$ cat config.mk
export PLATFORM = sky130hd
export DESIGN_NAME = gpio_edge_irq
export DESIGN_NICKNAME = d
export VERILOG_FILES = /design/src/rtl/gei_pkg.sv /design/src/rtl/gei_sync.sv /design/src/rtl/gei_decode.sv /design/src/rtl/gei_bank.sv /design/src/rtl/gpio_edge_irq.sv
export SDC_FILE = /design/constraint.sdc
export NUM_CORES = 1
export LEC_CHECK = 0
export ABC_AREA = 1
export CAP_MARGIN = 10
export CORE_ASPECT_RATIO = 0.9
export CORE_MARGIN = 8
export CORE_UTILIZATION = 40
export CTS_CLUSTER_SIZE = 12
export DETAILED_ROUTE_END_ITERATION = 8
export SYNTH_ARGS = -nofsm -noshare
export SYNTH_HDL_FRONTEND = slang
export SYNTH_HIERARCHICAL = 1
export SYNTH_SLANG_ARGS = --single-unit
$ cat constraint.sdc
create_clock -name clk -period 3.5 [get_ports clk]
set_input_delay 0.525 -clock clk [delete_from_list [all_inputs] [get_ports clk]]
set_output_delay 0.525 -clock clk [all_outputs]
set_load 0.02 [all_outputs]
$ cat src/rtl/gei_pkg.sv
// Package: shared register map constants and slot enumeration for the
// GPIO edge interrupt controller. Offsets are byte addresses, word aligned.
package gei_pkg;
    localparam int REG_W       = 32;
    localparam int ADDR_W      = 6;
    localparam int SUMMARY_OFS = 'h00;
    localparam int P0_GROUP    = 'h04;
    localparam int P2_GROUP    = 'h24;
    localparam int SLOT_STRIDE = 4;
    localparam int NUM_SLOTS   = 5;
    localparam int SUM_BIT_P0  = 0;
    localparam int SUM_BIT_P2  = 2;

    // Order of the registers inside one port group.
    typedef enum int unsigned {
        SLOT_RISE_ST = 0,
        SLOT_FALL_ST = 1,
        SLOT_CLEAR   = 2,
        SLOT_RISE_EN = 3,
        SLOT_FALL_EN = 4
    } slot_e;
endpackage

$ cat src/rtl/gei_sync.sv
// Module: gei_sync
// Synchronises W asynchronous pin levels with two flops and flags the
// transitions by comparing with the value one clock earlier.
// Assumes: pins are level signals. Pulses shorter than a clock may be missed.
module gei_sync #(
    parameter int W = 8
) (
    input  logic         clk,
    input  logic         rst_n,
    input  logic [W-1:0] pin_i,
    output logic [W-1:0] rise_o,
    output logic [W-1:0] fall_o
);
    logic [W-1:0] meta_q;
    logic [W-1:0] sync_q;
    logic [W-1:0] prev_q;

    // Two-stage synchroniser followed by a history register.
    always_ff @(posedge clk) begin
        if (!rst_n) begin
            meta_q <= '0;
            sync_q <= '0;
            prev_q <= '0;
        end else begin
            meta_q <= pin_i;
            sync_q <= meta_q;
            prev_q <= sync_q;
        end
    end

    // Transition flags, valid for one cycle each.
    assign rise_o = sync_q & ~prev_q;
    assign fall_o = ~sync_q & prev_q;
endmodule

$ cat src/rtl/gei_decode.sv
// Module: gei_decode
// Address match for one port group: one hit line per register slot.
// Assumes: full byte address compare, so misaligned addresses never hit.
module gei_decode
    import gei_pkg::*;
#(
    parameter int BASE = P0_GROUP
) (
    input  logic [ADDR_W-1:0]    addr_i,
    output logic [NUM_SLOTS-1:0] hit_o
);
    // One comparator per slot, each at its own offset from the group base.
    for (genvar s = 0; s < NUM_SLOTS; s++) begin : g_slot
        localparam int SLOT_ADDR = BASE + s * SLOT_STRIDE;
        assign hit_o[s] = (addr_i == ADDR_W'(SLOT_ADDR));
    end
endmodule

$ cat src/rtl/gei_bank.sv
// Module: gei_bank
// Holds the enable and status state of one port of W pins. Status bits are
// sticky, cleared by a one in the clear word; a new event beats a clear.
// Assumes: the *_wr_i strobes are already qualified by the write strobe.
module gei_bank #(
    parameter int W = 8
) (
    input  logic         clk,
    input  logic         rst_n,
    input  logic [W-1:0] rise_i,
    input  logic [W-1:0] fall_i,
    input  logic [W-1:0] wdata_i,
    input  logic         ren_wr_i,
    input  logic         fen_wr_i,
    input  logic         clr_wr_i,
    output logic [W-1:0] ren_o,
    output logic [W-1:0] fen_o,
    output logic [W-1:0] rst_o,
    output logic [W-1:0] fst_o,
    output logic         pend_o
);
    logic [W-1:0] ren_q;
    logic [W-1:0] fen_q;
    logic [W-1:0] clr_mask;

    // Enable registers, loaded from the write data on their strobe.
    always_ff @(posedge clk) begin
        if (!rst_n) begin
            ren_q <= '0;
            fen_q <= '0;
        end else begin
            if (ren_wr_i) ren_q <= wdata_i;
            if (fen_wr_i) fen_q <= wdata_i;
        end
    end

    // Clear mask: active only during a clear write.
    assign clr_mask = clr_wr_i ? wdata_i : '0;

    // One pair of sticky status flops per pin.
    for (genvar i = 0; i < W; i++) begin : g_pin
        logic r_q;
        logic f_q;

        // Set on an enabled event, clear on a clear bit; the set dominates.
        always_ff @(posedge clk) begin
            if (!rst_n) begin
                r_q <= 1'b0;
                f_q <= 1'b0;
            end else begin
                r_q <= (r_q & ~clr_mask[i]) | (rise_i[i] & ren_q[i]);
                f_q <= (f_q & ~clr_mask[i]) | (fall_i[i] & fen_q[i]);
            end
        end

        assign rst_o[i] = r_q;
        assign fst_o[i] = f_q;
    end

    assign ren_o  = ren_q;
    assign fen_o  = fen_q;
    assign pend_o = (|rst_o) | (|fst_o);
endmodule

$ cat src/rtl/gpio_edge_irq.sv
// Module: gpio_edge_irq
// Two-port GPIO edge interrupt controller with a 32-bit register port.
// Port 0 has P0_PINS pins, port 2 has P2_PINS pins. Reads are combinational
// from bus_addr; writes take effect on the clock edge where bus_wr is high.
// Assumes: P0_PINS and P2_PINS are at most REG_W.
module gpio_edge_irq
    import gei_pkg::*;
#(
    parameter int P0_PINS = 31,
    parameter int P2_PINS = 14
) (
    input  logic               clk,
    input  logic               rst_n,
    input  logic [ADDR_W-1:0]  bus_addr,
    input  logic               bus_wr,
    input  logic [REG_W-1:0]   bus_wdata,
    output logic [REG_W-1:0]   bus_rdata,
    input  logic [P0_PINS-1:0] port0_pins,
    input  logic [P2_PINS-1:0] port2_pins,
    output logic               irq
);
    logic [P0_PINS-1:0]   p0_rise_det, p0_fall_det;
    logic [P2_PINS-1:0]   p2_rise_det, p2_fall_det;
    logic [P0_PINS-1:0]   p0_rise_en, p0_fall_en, p0_rise_st, p0_fall_st;
    logic [P2_PINS-1:0]   p2_rise_en, p2_fall_en, p2_rise_st, p2_fall_st;
    logic [NUM_SLOTS-1:0] p0_hit, p2_hit;
    logic                 p0_pend, p2_pend;
    logic                 sum_hit;
    logic                 irq_q;
    logic                 wdata_unused;

    // Pin synchronisers and edge detectors, one per port.
    gei_sync #(.W(P0_PINS)) u_sync_p0 (
        .clk(clk), .rst_n(rst_n), .pin_i(port0_pins),
        .rise_o(p0_rise_det), .fall_o(p0_fall_det)
    );
    gei_sync #(.W(P2_PINS)) u_sync_p2 (
        .clk(clk), .rst_n(rst_n), .pin_i(port2_pins),
        .rise_o(p2_rise_det), .fall_o(p2_fall_det)
    );

    // Address decode for each port group and for the summary word.
    gei_decode #(.BASE(P0_GROUP)) u_dec_p0 (.addr_i(bus_addr), .hit_o(p0_hit));
    gei_decode #(.BASE(P2_GROUP)) u_dec_p2 (.addr_i(bus_addr), .hit_o(p2_hit));
    assign sum_hit = (bus_addr == ADDR_W'(SUMMARY_OFS));

    // Enable and status state, one bank per port.
    gei_bank #(.W(P0_PINS)) u_bank_p0 (
        .clk(clk), .rst_n(rst_n),
        .rise_i(p0_rise_det), .fall_i(p0_fall_det),
        .wdata_i(bus_wdata[P0_PINS-1:0]),
        .ren_wr_i(bus_wr & p0_hit[SLOT_RISE_EN]),
        .fen_wr_i(bus_wr & p0_hit[SLOT_FALL_EN]),
        .clr_wr_i(bus_wr & p0_hit[SLOT_CLEAR]),
        .ren_o(p0_rise_en), .fen_o(p0_fall_en),
        .rst_o(p0_rise_st), .fst_o(p0_fall_st),
        .pend_o(p0_pend)
    );
    gei_bank #(.W(P2_PINS)) u_bank_p2 (
        .clk(clk), .rst_n(rst_n),
        .rise_i(p2_rise_det), .fall_i(p2_fall_det),
        .wdata_i(bus_wdata[P2_PINS-1:0]),
        .ren_wr_i(bus_wr & p2_hit[SLOT_RISE_EN]),
        .fen_wr_i(bus_wr & p2_hit[SLOT_FALL_EN]),
        .clr_wr_i(bus_wr & p2_hit[SLOT_CLEAR]),
        .ren_o(p2_rise_en), .fen_o(p2_fall_en),
        .rst_o(p2_rise_st), .fst_o(p2_fall_st),
        .pend_o(p2_pend)
    );

    // Write data bits above the wider port are intentionally not stored.
    assign wdata_unused = ^bus_wdata;

    // Read multiplexer: zero for clear words, reserved and unmapped offsets.
    always_comb begin
        bus_rdata = '0;
        if (sum_hit) begin
            bus_rdata[SUM_BIT_P0] = p0_pend;
            bus_rdata[SUM_BIT_P2] = p2_pend;
        end
        if (p0_hit[SLOT_RISE_ST]) bus_rdata[P0_PINS-1:0] = p0_rise_st;
        if (p0_hit[SLOT_FALL_ST]) bus_rdata[P0_PINS-1:0] = p0_fall_st;
        if (p0_hit[SLOT_RISE_EN]) bus_rdata[P0_PINS-1:0] = p0_rise_en;
        if (p0_hit[SLOT_FALL_EN]) bus_rdata[P0_PINS-1:0] = p0_fall_en;
        if (p2_hit[SLOT_RISE_ST]) bus_rdata[P2_PINS-1:0] = p2_rise_st;
        if (p2_hit[SLOT_FALL_ST]) bus_rdata[P2_PINS-1:0] = p2_fall_st;
        if (p2_hit[SLOT_RISE_EN]) bus_rdata[P2_PINS-1:0] = p2_rise_en;
        if (p2_hit[SLOT_FALL_EN]) bus_rdata[P2_PINS-1:0] = p2_fall_en;
    end

    // Registered combined interrupt request.
    always_ff @(posedge clk) begin
        if (!rst_n) irq_q <= 1'b0;
        else        irq_q <= p0_pend | p2_pend;
    end

    assign irq = irq_q;
endmodule

# --- After elaboration in Yosys (flattened, before gate mapping) ---
# Cells that the tools add are included.
op_classes:
  eq_ne: 10
  mux: 12
  n_reduce_logical: 5
  bitwise: 332
op_table:
  columns: ["cell", "n"]
  rows:
  - ["$and 1x1->1", 186]
  - ["$mux 31", 5]
  - ["$or 1x1->1", 93]
  - ["$mux 14", 5]
  - ["$and 31x31->31", 2]
  - ["$not 31->31", 2]
  - ["$reduce_or 31->1", 2]
  - ["$not 1->1", 45]
  - ["$eq 6x6->1 const B", 5]
  - ["$and 14x14->14", 2]
  - ["$not 14->14", 2]
  - ["$reduce_or 14->1", 2]
  - ["$eq 6x4->1 const B", 2]
  - ["$eq 6x5->1 const B", 2]
  - ["$eq 6x3->1 const B", 1]
  - ["$logic_not 6->1", 1]
  - ["$mux 1", 2]
word_totals:
  register_bits: 316
  wordCells: 460
  inputBits: 86

# --- Depth between registers and ports, before layout ---
# Gate-level depths: netlist of run 1.
logic_depth:
  word_depth: 11
  mapped_depth: 15
  mapped_depth_nobuf: 14

# --- Modules after synthesis ---
# The synthesis of run 1 kept the hierarchy.
modules_own_cells:
  columns: ["module", "cells_each", "area_each_um2", "instances", "seq_area_each_um2"]
  rows:
  - ["gei_bank at u_bank_p0", 623, 5043.6, 1, 2482.4]
  - ["gei_sync at u_sync_p0", 413, 3095.5, 1, 1861.8]
  - ["gei_bank at u_bank_p2", 290, 2479.9, 1, 1121.1]
  - ["gpio_edge_irq", 411, 1764.2, 1, 20.0]
  - ["gei_sync at u_sync_p2", 187, 1418.9, 1, 840.8]
  - ["gei_decode at u_dec_p2", 18, 70.1, 1, 0.0]
  - ["gei_decode at u_dec_p0", 17, 68.8, 1, 0.0]

# --- Worst setup path before layout of run 1 ---
# OpenSTA, ideal clock, no wires.
synth_path:
  path_type: "input port to output port"
  startpoint: "in bus_addr[1]"
  endpoint: "out bus_rdata[20]"
  required_ns: 2.975
  path_buffers: 2
  slack_ns: 1.149
  arrival_time_ns: 1.826
  stages: 9
  path_cell_list: "nor2_2 nand2_1 nor2_1 buf_2 buf_4 a21oi_1 nand2_1 o21ai_1 o21ai_1"
synth_via:
  word_cells_on_any_way: 8
  classes_between: "eq/ne: 4; mux: 4"
synth_rtl:
  columns: ["item", "line", "rtl"]
  rows:
  - ["start, declared", "gpio_edge_irq.sv:14", "input logic [ADDR_W-1:0] bus_addr,"]
  - ["$eq 6x4->1", "gei_decode.sv:15", "assign hit_o[s] = (addr_i == ADDR_W'(SLOT_ADDR));"]
  - ["net p0_hit[1]", "gpio_edge_irq.sv:26", "logic [NUM_SLOTS-1:0] p0_hit, p2_hit;"]
  - ["$mux 31", "gpio_edge_irq.sv:82", "if (p0_hit[SLOT_FALL_ST]) bus_rdata[P0_PINS-1:0] = p0_fall_st;"]
  - ["$mux 31", "gpio_edge_irq.sv:83", "if (p0_hit[SLOT_RISE_EN]) bus_rdata[P0_PINS-1:0] = p0_rise_en;"]
  - ["$mux 31", "gpio_edge_irq.sv:84", "if (p0_hit[SLOT_FALL_EN]) bus_rdata[P0_PINS-1:0] = p0_fall_en;"]
  - ["end, declared", "gpio_edge_irq.sv:17", "output logic [REG_W-1:0] bus_rdata,"]
# The timed path passes the listed nets, and every way through them passes these cells.

# --- Worst setup path after layout of run 1 ---
layout_path:
  startpoint: "in bus_addr[5]"
  endpoint: "out bus_rdata[28]"
layout_via:
  elab_chain_cells: 5
  word_cells_on_any_way: 8
  classes_between: "eq/ne: 4; mux: 4"
layout_lines:
  columns: ["item", "line", "rtl"]
  rows:
  - ["$eq 6x3->1", "gei_decode.sv:15", null]
  - ["net p0_hit[0]", "gpio_edge_irq.sv:26", null]
  - ["$mux 31", "gpio_edge_irq.sv:81", "if (p0_hit[SLOT_RISE_ST]) bus_rdata[P0_PINS-1:0] = p0_rise_st;"]
  - ["$mux 31", "gpio_edge_irq.sv:82", null]
  - ["$mux 31", "gpio_edge_irq.sv:83", null]
  - ["$mux 31", "gpio_edge_irq.sv:84", null]
# The timed path passes the listed nets, and every way through them passes these cells.

==> key figures, run 1 <==
STA
  • Relative slew slack: 0.5037
  • Fmax achieved: 296.8 MHz
  • Final setup vio count: 0
  • Fin. max-slew vios: 0
  • Crit path time final: 3.370 ns
  • Tcrit/Tclk final: 0.9627
  • Final hold violation count: 0
  • Worst Clk Skew: 0.008803 ns
  • Setup TNS: 0 ns
  • Measured slew at the worst slew-check pin: 0.7445 ns

Cells and area
  • Area of the multi-input gates: 5157 µm²
  • Post-layout util: 0.4623
  • Layout cell share with drive strength beyond 1: 0.08026
  • Fill count: 3521
  • Area delta synth->final: 15.15%
  • Register Area: 6326 µm²
  • # diodes: 0
  • Nets: 2070

Global routing
  • Pin count of the biggest net entering global routing: 85
  • Total global-route track usage: 0.1674
  • Initial antenna violation count: 0
  • Vias in the first global route: 11207
  • Congestion Overflow GR: 0
  • First-pass GRT wire length: 55960 µm

Place
  • Routability Congestion: 0.8197
  • DP HPWL: 23200 µm
  • IO Port Bufs: 116

CTS
  • # H-tree levels: 2
  • Num CTS Buffers: 36
  • TritonCTS clock tree: yes
  • CTS Root Cell: clkbuf_16
  • CTS Hold Bufs: 0
  • Clk sink count: 316
  • Clock latency on the worst-skew pair: 0.51 ns
  • Clock buffer depth: 3
  • Reg clk slew, reported paths: 0.06 ns

Die
  • CORE AREA: 34730 µm²
  • # IOs: 119
  • Row cnt: 65
  • Initial core utilization: 0.4014
  • Chip width: 212.8 µm
  • Die Area: 41090 µm²
  • DIE HEIGHT: 193.1 µm

Logic synthesis
  • Mean Syn Cell Area: 7.116 µm²
  • YS warnings: 6
  • Synth cell types: 25
  • Cell Area, Synth: 13940 µm²
  • FF+latch count, synth: 316
  • Mapped Cells: 1959
  • Mapped Nets: 2045
  • Seq/Total Area, Yosys: 0.4538

Route
  • Wire length per cell: 14.00 µm
  • DR DRC count: 0
  • Drt via density: 4.647
  • DRT antenna net count: 0
  • Total wire length: 34660 µm
  • DR vias: 11501
  • Drt initial violations: 633
  • Pre-antenna DRT Iters: 5

Critical path
  • Critical path data required time: 2.97 ns
  • Kind of critical path: in -> out
  • Crit path max fanout: 17
  • Setup crit end kind: output pin
  • CP startpoint kind: primary input
  • Crit path DAT: 2.84 ns

Run
  • Number of max-cap violations: 0

Min path
  • Hold Crit Class: reg -> reg

Power
  • Lkg Pwr: 7.909 nW
  • Power per cell area: 481.0 nW/µm²
  • Maximum vdd drop: 0.3536 mV

Run status
  • Status: finished, final reports clean
-- worst paths after layout --
check	from	to	slack [ns]	depth (start not counted)
worst max-delay path	bus_addr[5]	bus_rdata[28]	0.13	12
worst min-delay path	u_sync_p2/meta_q[3]	u_sync_p2/sync_q[3]	0.41	2
worst max register to register	u_bank_p0/g_pin[23].r_q	irq	2.17	7
worst min register to register	u_sync_p2/meta_q[3]	u_sync_p2/sync_q[3]	0.41	2
-- where the power goes --
group          switching [mW]  leakage, nW  internal [mW]  total [mW]
logic                   0.232         4.77          0.167       0.400
clock network            1.44        0.567           2.18        3.61
registers              0.0370         2.57           3.67        3.71
total                    1.71         7.91           6.02        7.72
-- cell usage in the layout (no fill, tap or decap), types with 31 or more instances in the layout --
cell type	netlist	routed
buf_4	112	41
nand2_1	444	443
nor2_1	222	218
clkdlybuf4s50_1	0	101
o21ai_0	122	122
clkbuf_16	0	37
o21ai_1	84	84
a21oi_1	194	194
a21oi_2	31	31
dfxtp_1	316	316
inv_1	303	302
-- synth_stat cells (all sizes together) --
cell type	n	area (µm²)
o21ai	216	1119
dfxtp	316	6326
inv	310	1171
o21a	1	7.510
clkbuf	12	45.04
nand2	445	1678
a21oi	225	1242
conb	1	3.750
buf	167	1274
and2	1	6.260
or2	13	81.33
nand3	27	135.1
nor2	225	852.1
-- per-stage QoR --
step	std cells	setup slack [ns]	hold WS (ns)	cell area, µm²	power, mW
2_1_floorplan	1959	1.149	0.3905	13940	4.005
4_1_cts	2475	0.01581	0.4094	16000	7.834
3_5_place_dp	2415	-0.02455	0.3953	14850	4.187
3_3_place_gp	2415	-0.02004	0.3930	14850	4.183
6_report	2475	0.1304	0.4074	16050	7.722
5_1_grt	2475	-0.02139	0.4264	16050	8.027
-- timing repair --
item                                    in CTS  in global routing
setup buffers                                0                  0
resized for setup                            2                 21
cloned                                       0                  0
endpoints found under the setup margin       4                 29
-- metal layers --
layer | global-route usage | part of all wire | vias to the layer above
met5 | 0 | 0 | -
met4 | 0.05597 | 0.023 | 0
met3 | 0.02877 | 0.048 | 49
met2 | 0.2824 | 0.46 | 255
met1 | 0.2152 | 0.47 | 5221
li1 | - | - | 5976
-- layout make-up --
type	count	share of cell area
repair buffers	166	0.1039
well taps	469	0.03655
clock buffers	52	0.06617
clock inverters	8	0.004910
flip-flops and latches	316	0.3941
inverters	310	0.07311
multi-input cells	1154	0.3213
-- flip-flops by register name, summed over array words and instances, names as in the netlist, 31 cells and up --
name / cells
u_bank_p0/g_pin.r_q: 31
u_sync_p0/meta_q: 31
u_bank_p0/g_pin.f_q: 31
u_bank_p0/ren_o: 31
u_sync_p0/prev_q: 31
u_sync_p0/sync_q: 31
u_bank_p0/fen_o: 31
-- critical path, stage by stage --
cell	delay, ns
clkdlybuf4s50_1	0.47
nor2_1	0.15
nand2_2	0.13
nor2_4	0.15
nand2_4	0.07
inv_4	0.15
buf_12	0.18
nand2_1	0.06
nand2_1	0.05
o21ai_1	0.06
o21ai_1	0.20
clkdlybuf4s50_1	0.64
-- kinds of logic (layout without fill, tap and decap cells) --
kind of cell	count (synthesis)	after routing	share of synthesized area
other	1	1	0.0002690
buffers and inverters	489	536	0.1786
AND/OR/NAND/NOR	711	711	0.1975
AO/OA/AOI/OAI	442	442	0.1699
flip-flops	316	316	0.4538
No activity file was read; power rests on OpenSTA's default activity.
==> run 2: changes to the inputs <==
--- a/config.mk
+++ b/config.mk
@@ -9,8 +9,7 @@
 export CAP_MARGIN = 10
 export CORE_ASPECT_RATIO = 0.9
 export CORE_MARGIN = 8
-export CORE_UTILIZATION = 40
-export CTS_CLUSTER_SIZE = 12
+export CORE_UTILIZATION = 30
 export DETAILED_ROUTE_END_ITERATION = 8
 export SYNTH_ARGS = -nofsm -noshare
 export SYNTH_HDL_FRONTEND = slang
==> key figures, run 2 (synthesized netlist as in run 1, its figures left out) <==
Run status
  • Status: finished, final reports clean (unchanged)

Global routing
  • Vias in the first global route: 11500 (was 11207)
  • Congestion Overflow GR: 0 (unchanged)
  • Grt met3 use: 0.02703 (was 0.02877)
  • Top Usage Layer GRT: met2 (unchanged)
  • Total global-route track usage: 0.1311 (was 0.1674)
  • Met1 Use GR: 0.1586 (was 0.2152)
  • Met2 Resource Use GR: 0.2257 (was 0.2824)
  • Initial antenna violation count: 2 (was 0)
  • Pin count of the biggest net entering global routing: 96 (was 85)
  • First-pass GRT wire length: 58220 µm (was 55960 µm)

Cells and area
  • Most frequent cells in the layout: 444 x nand2_1, 316 x dfxtp_1, 301 x inv_1 (was 443 x nand2_1, 316 x dfxtp_1, 302 x inv_1)
  • Nets: 2068 (was 2070)
  • Most common cell after layout, fill and taps aside: nand2_1 (unchanged)
  • # diodes: 0 (unchanged)
  • Layout cell share with drive strength beyond 1: 0.08171 (was 0.08026)
  • Area delta synth->final: 16.85% (was 15.15%)
  • Fill count: 4800 (was 3521)

Min path
  • Hold Crit Class: in -> reg (was reg -> reg)
  • Worst hold path depth: 3 (was 2)

Die
  • DIE HEIGHT: 220.5 µm (was 193.1 µm)
  • Chip width: 243.2 µm (was 212.8 µm)
  • CORE AREA: 46260 µm² (was 34730 µm²)
  • Initial core utilization: 0.3013 (was 0.4014)
  • # IOs: 119 (unchanged)
  • Die Area: 53630 µm² (was 41090 µm²)
  • Row cnt: 75 (was 65)

STA
  • Crit path setup slack, layout: 0.1967 ns (was 0.1304 ns)
  • Crit path time final: 3.303 ns (was 3.370 ns)
  • Final setup vio count: 0 (unchanged)
  • Relative slew slack: 0.4870 (was 0.5037)
  • RSZ-0062 raised after global routing: false
  • Measured slew at the worst slew-check pin: 0.7694 ns (was 0.7445 ns)
  • Worst Clk Skew: 0.02765 ns (was 0.008803 ns)
  • Setup TNS: 0 ns (unchanged)
  • Fin. max-slew vios: 0 (unchanged)
  • Fmax achieved: 302.7 MHz (was 296.8 MHz)
  • Tcrit/Tclk final: 0.9438 (was 0.9627)
  • Final hold violation count: 0 (unchanged)

Run
  • Number of max-cap violations: 0 (unchanged)

Critical path
  • Slowest-stage cell, CP: clkdlybuf4s50_1 (unchanged)
  • CP startpoint kind: primary input (unchanged)
  • Setup crit end kind: output pin (unchanged)
  • Kind of critical path: in -> out (unchanged)
  • Cell mode on critical path: nand2_1
  • Crit-path max cell delay: 0.53 ns (was 0.64 ns)
  • Critical path data required time: 2.97 ns (about the same)
  • Crit path max fanout: 13 (was 17)
  • Crit path DAT: 2.78 ns (was 2.84 ns)
  • Crit-path cells: clkdlybuf4s50_1 > nor2_1 > nand2_1 > nor2_2 > buf_4 > inv_2 > nand2_4 > inv_4 > buf_12 > nand2_1 > nand2_1 > o21ai_1 > o21ai_1 > dlygate4sd2_1 (was clkdlybuf4s50_1 > nor2_1 > nand2_2 > nor2_4 > nand2_4 > inv_4 > buf_12 > nand2_1 > nand2_1 > o21ai_1 > o21ai_1 > clkdlybuf4s50_1)
  • Worst R2R Path Depth: 6 (was 7)

CTS
  • CTS Root Cell: clkbuf_16 (unchanged)
  • Setup bufs post-CTS: 0 (unchanged)
  • TritonCTS clock tree: yes (unchanged)
  • Clock buffer depth: 3 (unchanged)
  • # H-tree levels: 2 (unchanged)
  • Reg clk slew, reported paths: 0.06 ns (about the same)
  • CTS Hold Bufs: 0 (unchanged)
  • Clk sink count: 316 (unchanged)
  • Clock latency on the worst-skew pair: 0.53 ns (was 0.51 ns)
  • Num CTS Buffers: 35 (was 36)

Place
  • DP HPWL: 24450 µm (was 23200 µm)
  • Routability Congestion: 0.8209 (was 0.8197)
  • IO Port Bufs: 116 (unchanged)
  • DP Worst Slack: -0.1382 ns (was -0.02455 ns)

Power
  • Power per cell area: 489.6 nW/µm² (was 481.0 nW/µm²)
  • Lkg Pwr: 7.946 nW (was 7.909 nW)
  • Maximum vdd drop: 0.2681 mV (was 0.3536 mV)

Route
  • DR vias: 11579 (was 11501)
  • DR DRC count: 0 (unchanged)
  • Wire length per cell: 13.74 µm (was 14.00 µm)
  • Total wire length: 36030 µm (was 34660 µm)
  • Drt initial violations: 590 (was 633)
  • Drt via density: 4.414 (was 4.647)
  • Pre-antenna DRT Iters: 5 (unchanged)
  • DRT antenna net count: 0 (unchanged)
## run 2: cell count changes in the layout (fill, tap and decap cells not counted), moves of 3 or more
cell,delta
buf_4,-3
bufinv_16,+4
clkdlybuf4s50_1,-17
dlymetal6s2s_1,-6
inv_2,+3
buf_12,+3
dlygate4sd2_1,+23
## run 2: metal layers
| layer | routed length [µm] | share of wire | vias to the layer above |
|---|---|---|---|
| met4 | 1131 | 0.031 | 4 |
| met3 | 1977 | 0.055 | 78 |
| met5 | 27 | 0.00075 | - |
| met2 | 16880 | 0.47 | 253 |
| met1 | 16020 | 0.44 | 5270 |
| li1 | - | - | 5974 |
## run 2: area by class of cell
cell class,instances,area [µm²],share of cell area
Tap cell,616,770.7,0.04732
Clock inverter,14,220.2,0.01352
Sequential cell,316,6326,0.3884
Timing Repair Buffer,165,1650,0.1013
Inverter,310,1171,0.07189
Multi-Input combinational cell,1154,5145,0.3158
Clock buffer,48,1006,0.06176
## run 2: final timing paths
kind | slack (ns) | to | from
worst min register to register | 0.39 | u_sync_p0/sync_q[0] | u_sync_p0/meta_q[0]
worst max-delay path | 0.20 | bus_rdata[30] | bus_addr[4]
worst max register to register | 2.07 | irq | u_bank_p0/g_pin[8].r_q
worst min-delay path | 0.39 | u_sync_p2/sync_q[7] | rst_n
## run 2: critical path: cells and delay by family
family	cells	cell delay [ns]
compound gates	2	0.27
buf+inv	6	1.51
simple gates	6	0.46
## run 2: per-stage QoR
step | instances | hold slack, ns | util | total power [mW] | cell area [µm²]
final | 2623 | 0.3893 | 0.3521 | 7.975 | 16290
after detailed placement | 2561 | 0.3969 | 0.3255 | 4.191 | 15060
after CTS | 2623 | 0.3685 | 0.3517 | 8.106 | 16270
after global placement | 2561 | 0.3930 | 0.3255 | 4.186 | 15060
after global routing | 2623 | 0.4005 | 0.3521 | 8.284 | 16290
after floorplan | 1959 | 0.3905 | - | 4.005 | 13940
## run 2: report_power, final
group	switching [mW]	internal (mW)	leakage, nW
Combinational	0.235	0.165	4.78
Sequential	0.0362	3.67	2.57
Clock	1.48	2.39	0.600
## run 2: what timing repair did
| action | 4_1_cts | 5_1_grt |
|---|---|---|
| gates resized for setup | 26 | 8 |
| pin swaps | 0 | 0 |
| endpoints found under the hold margin | 0 | 0 |
| setup endpoints to repair | 27 | 8 |
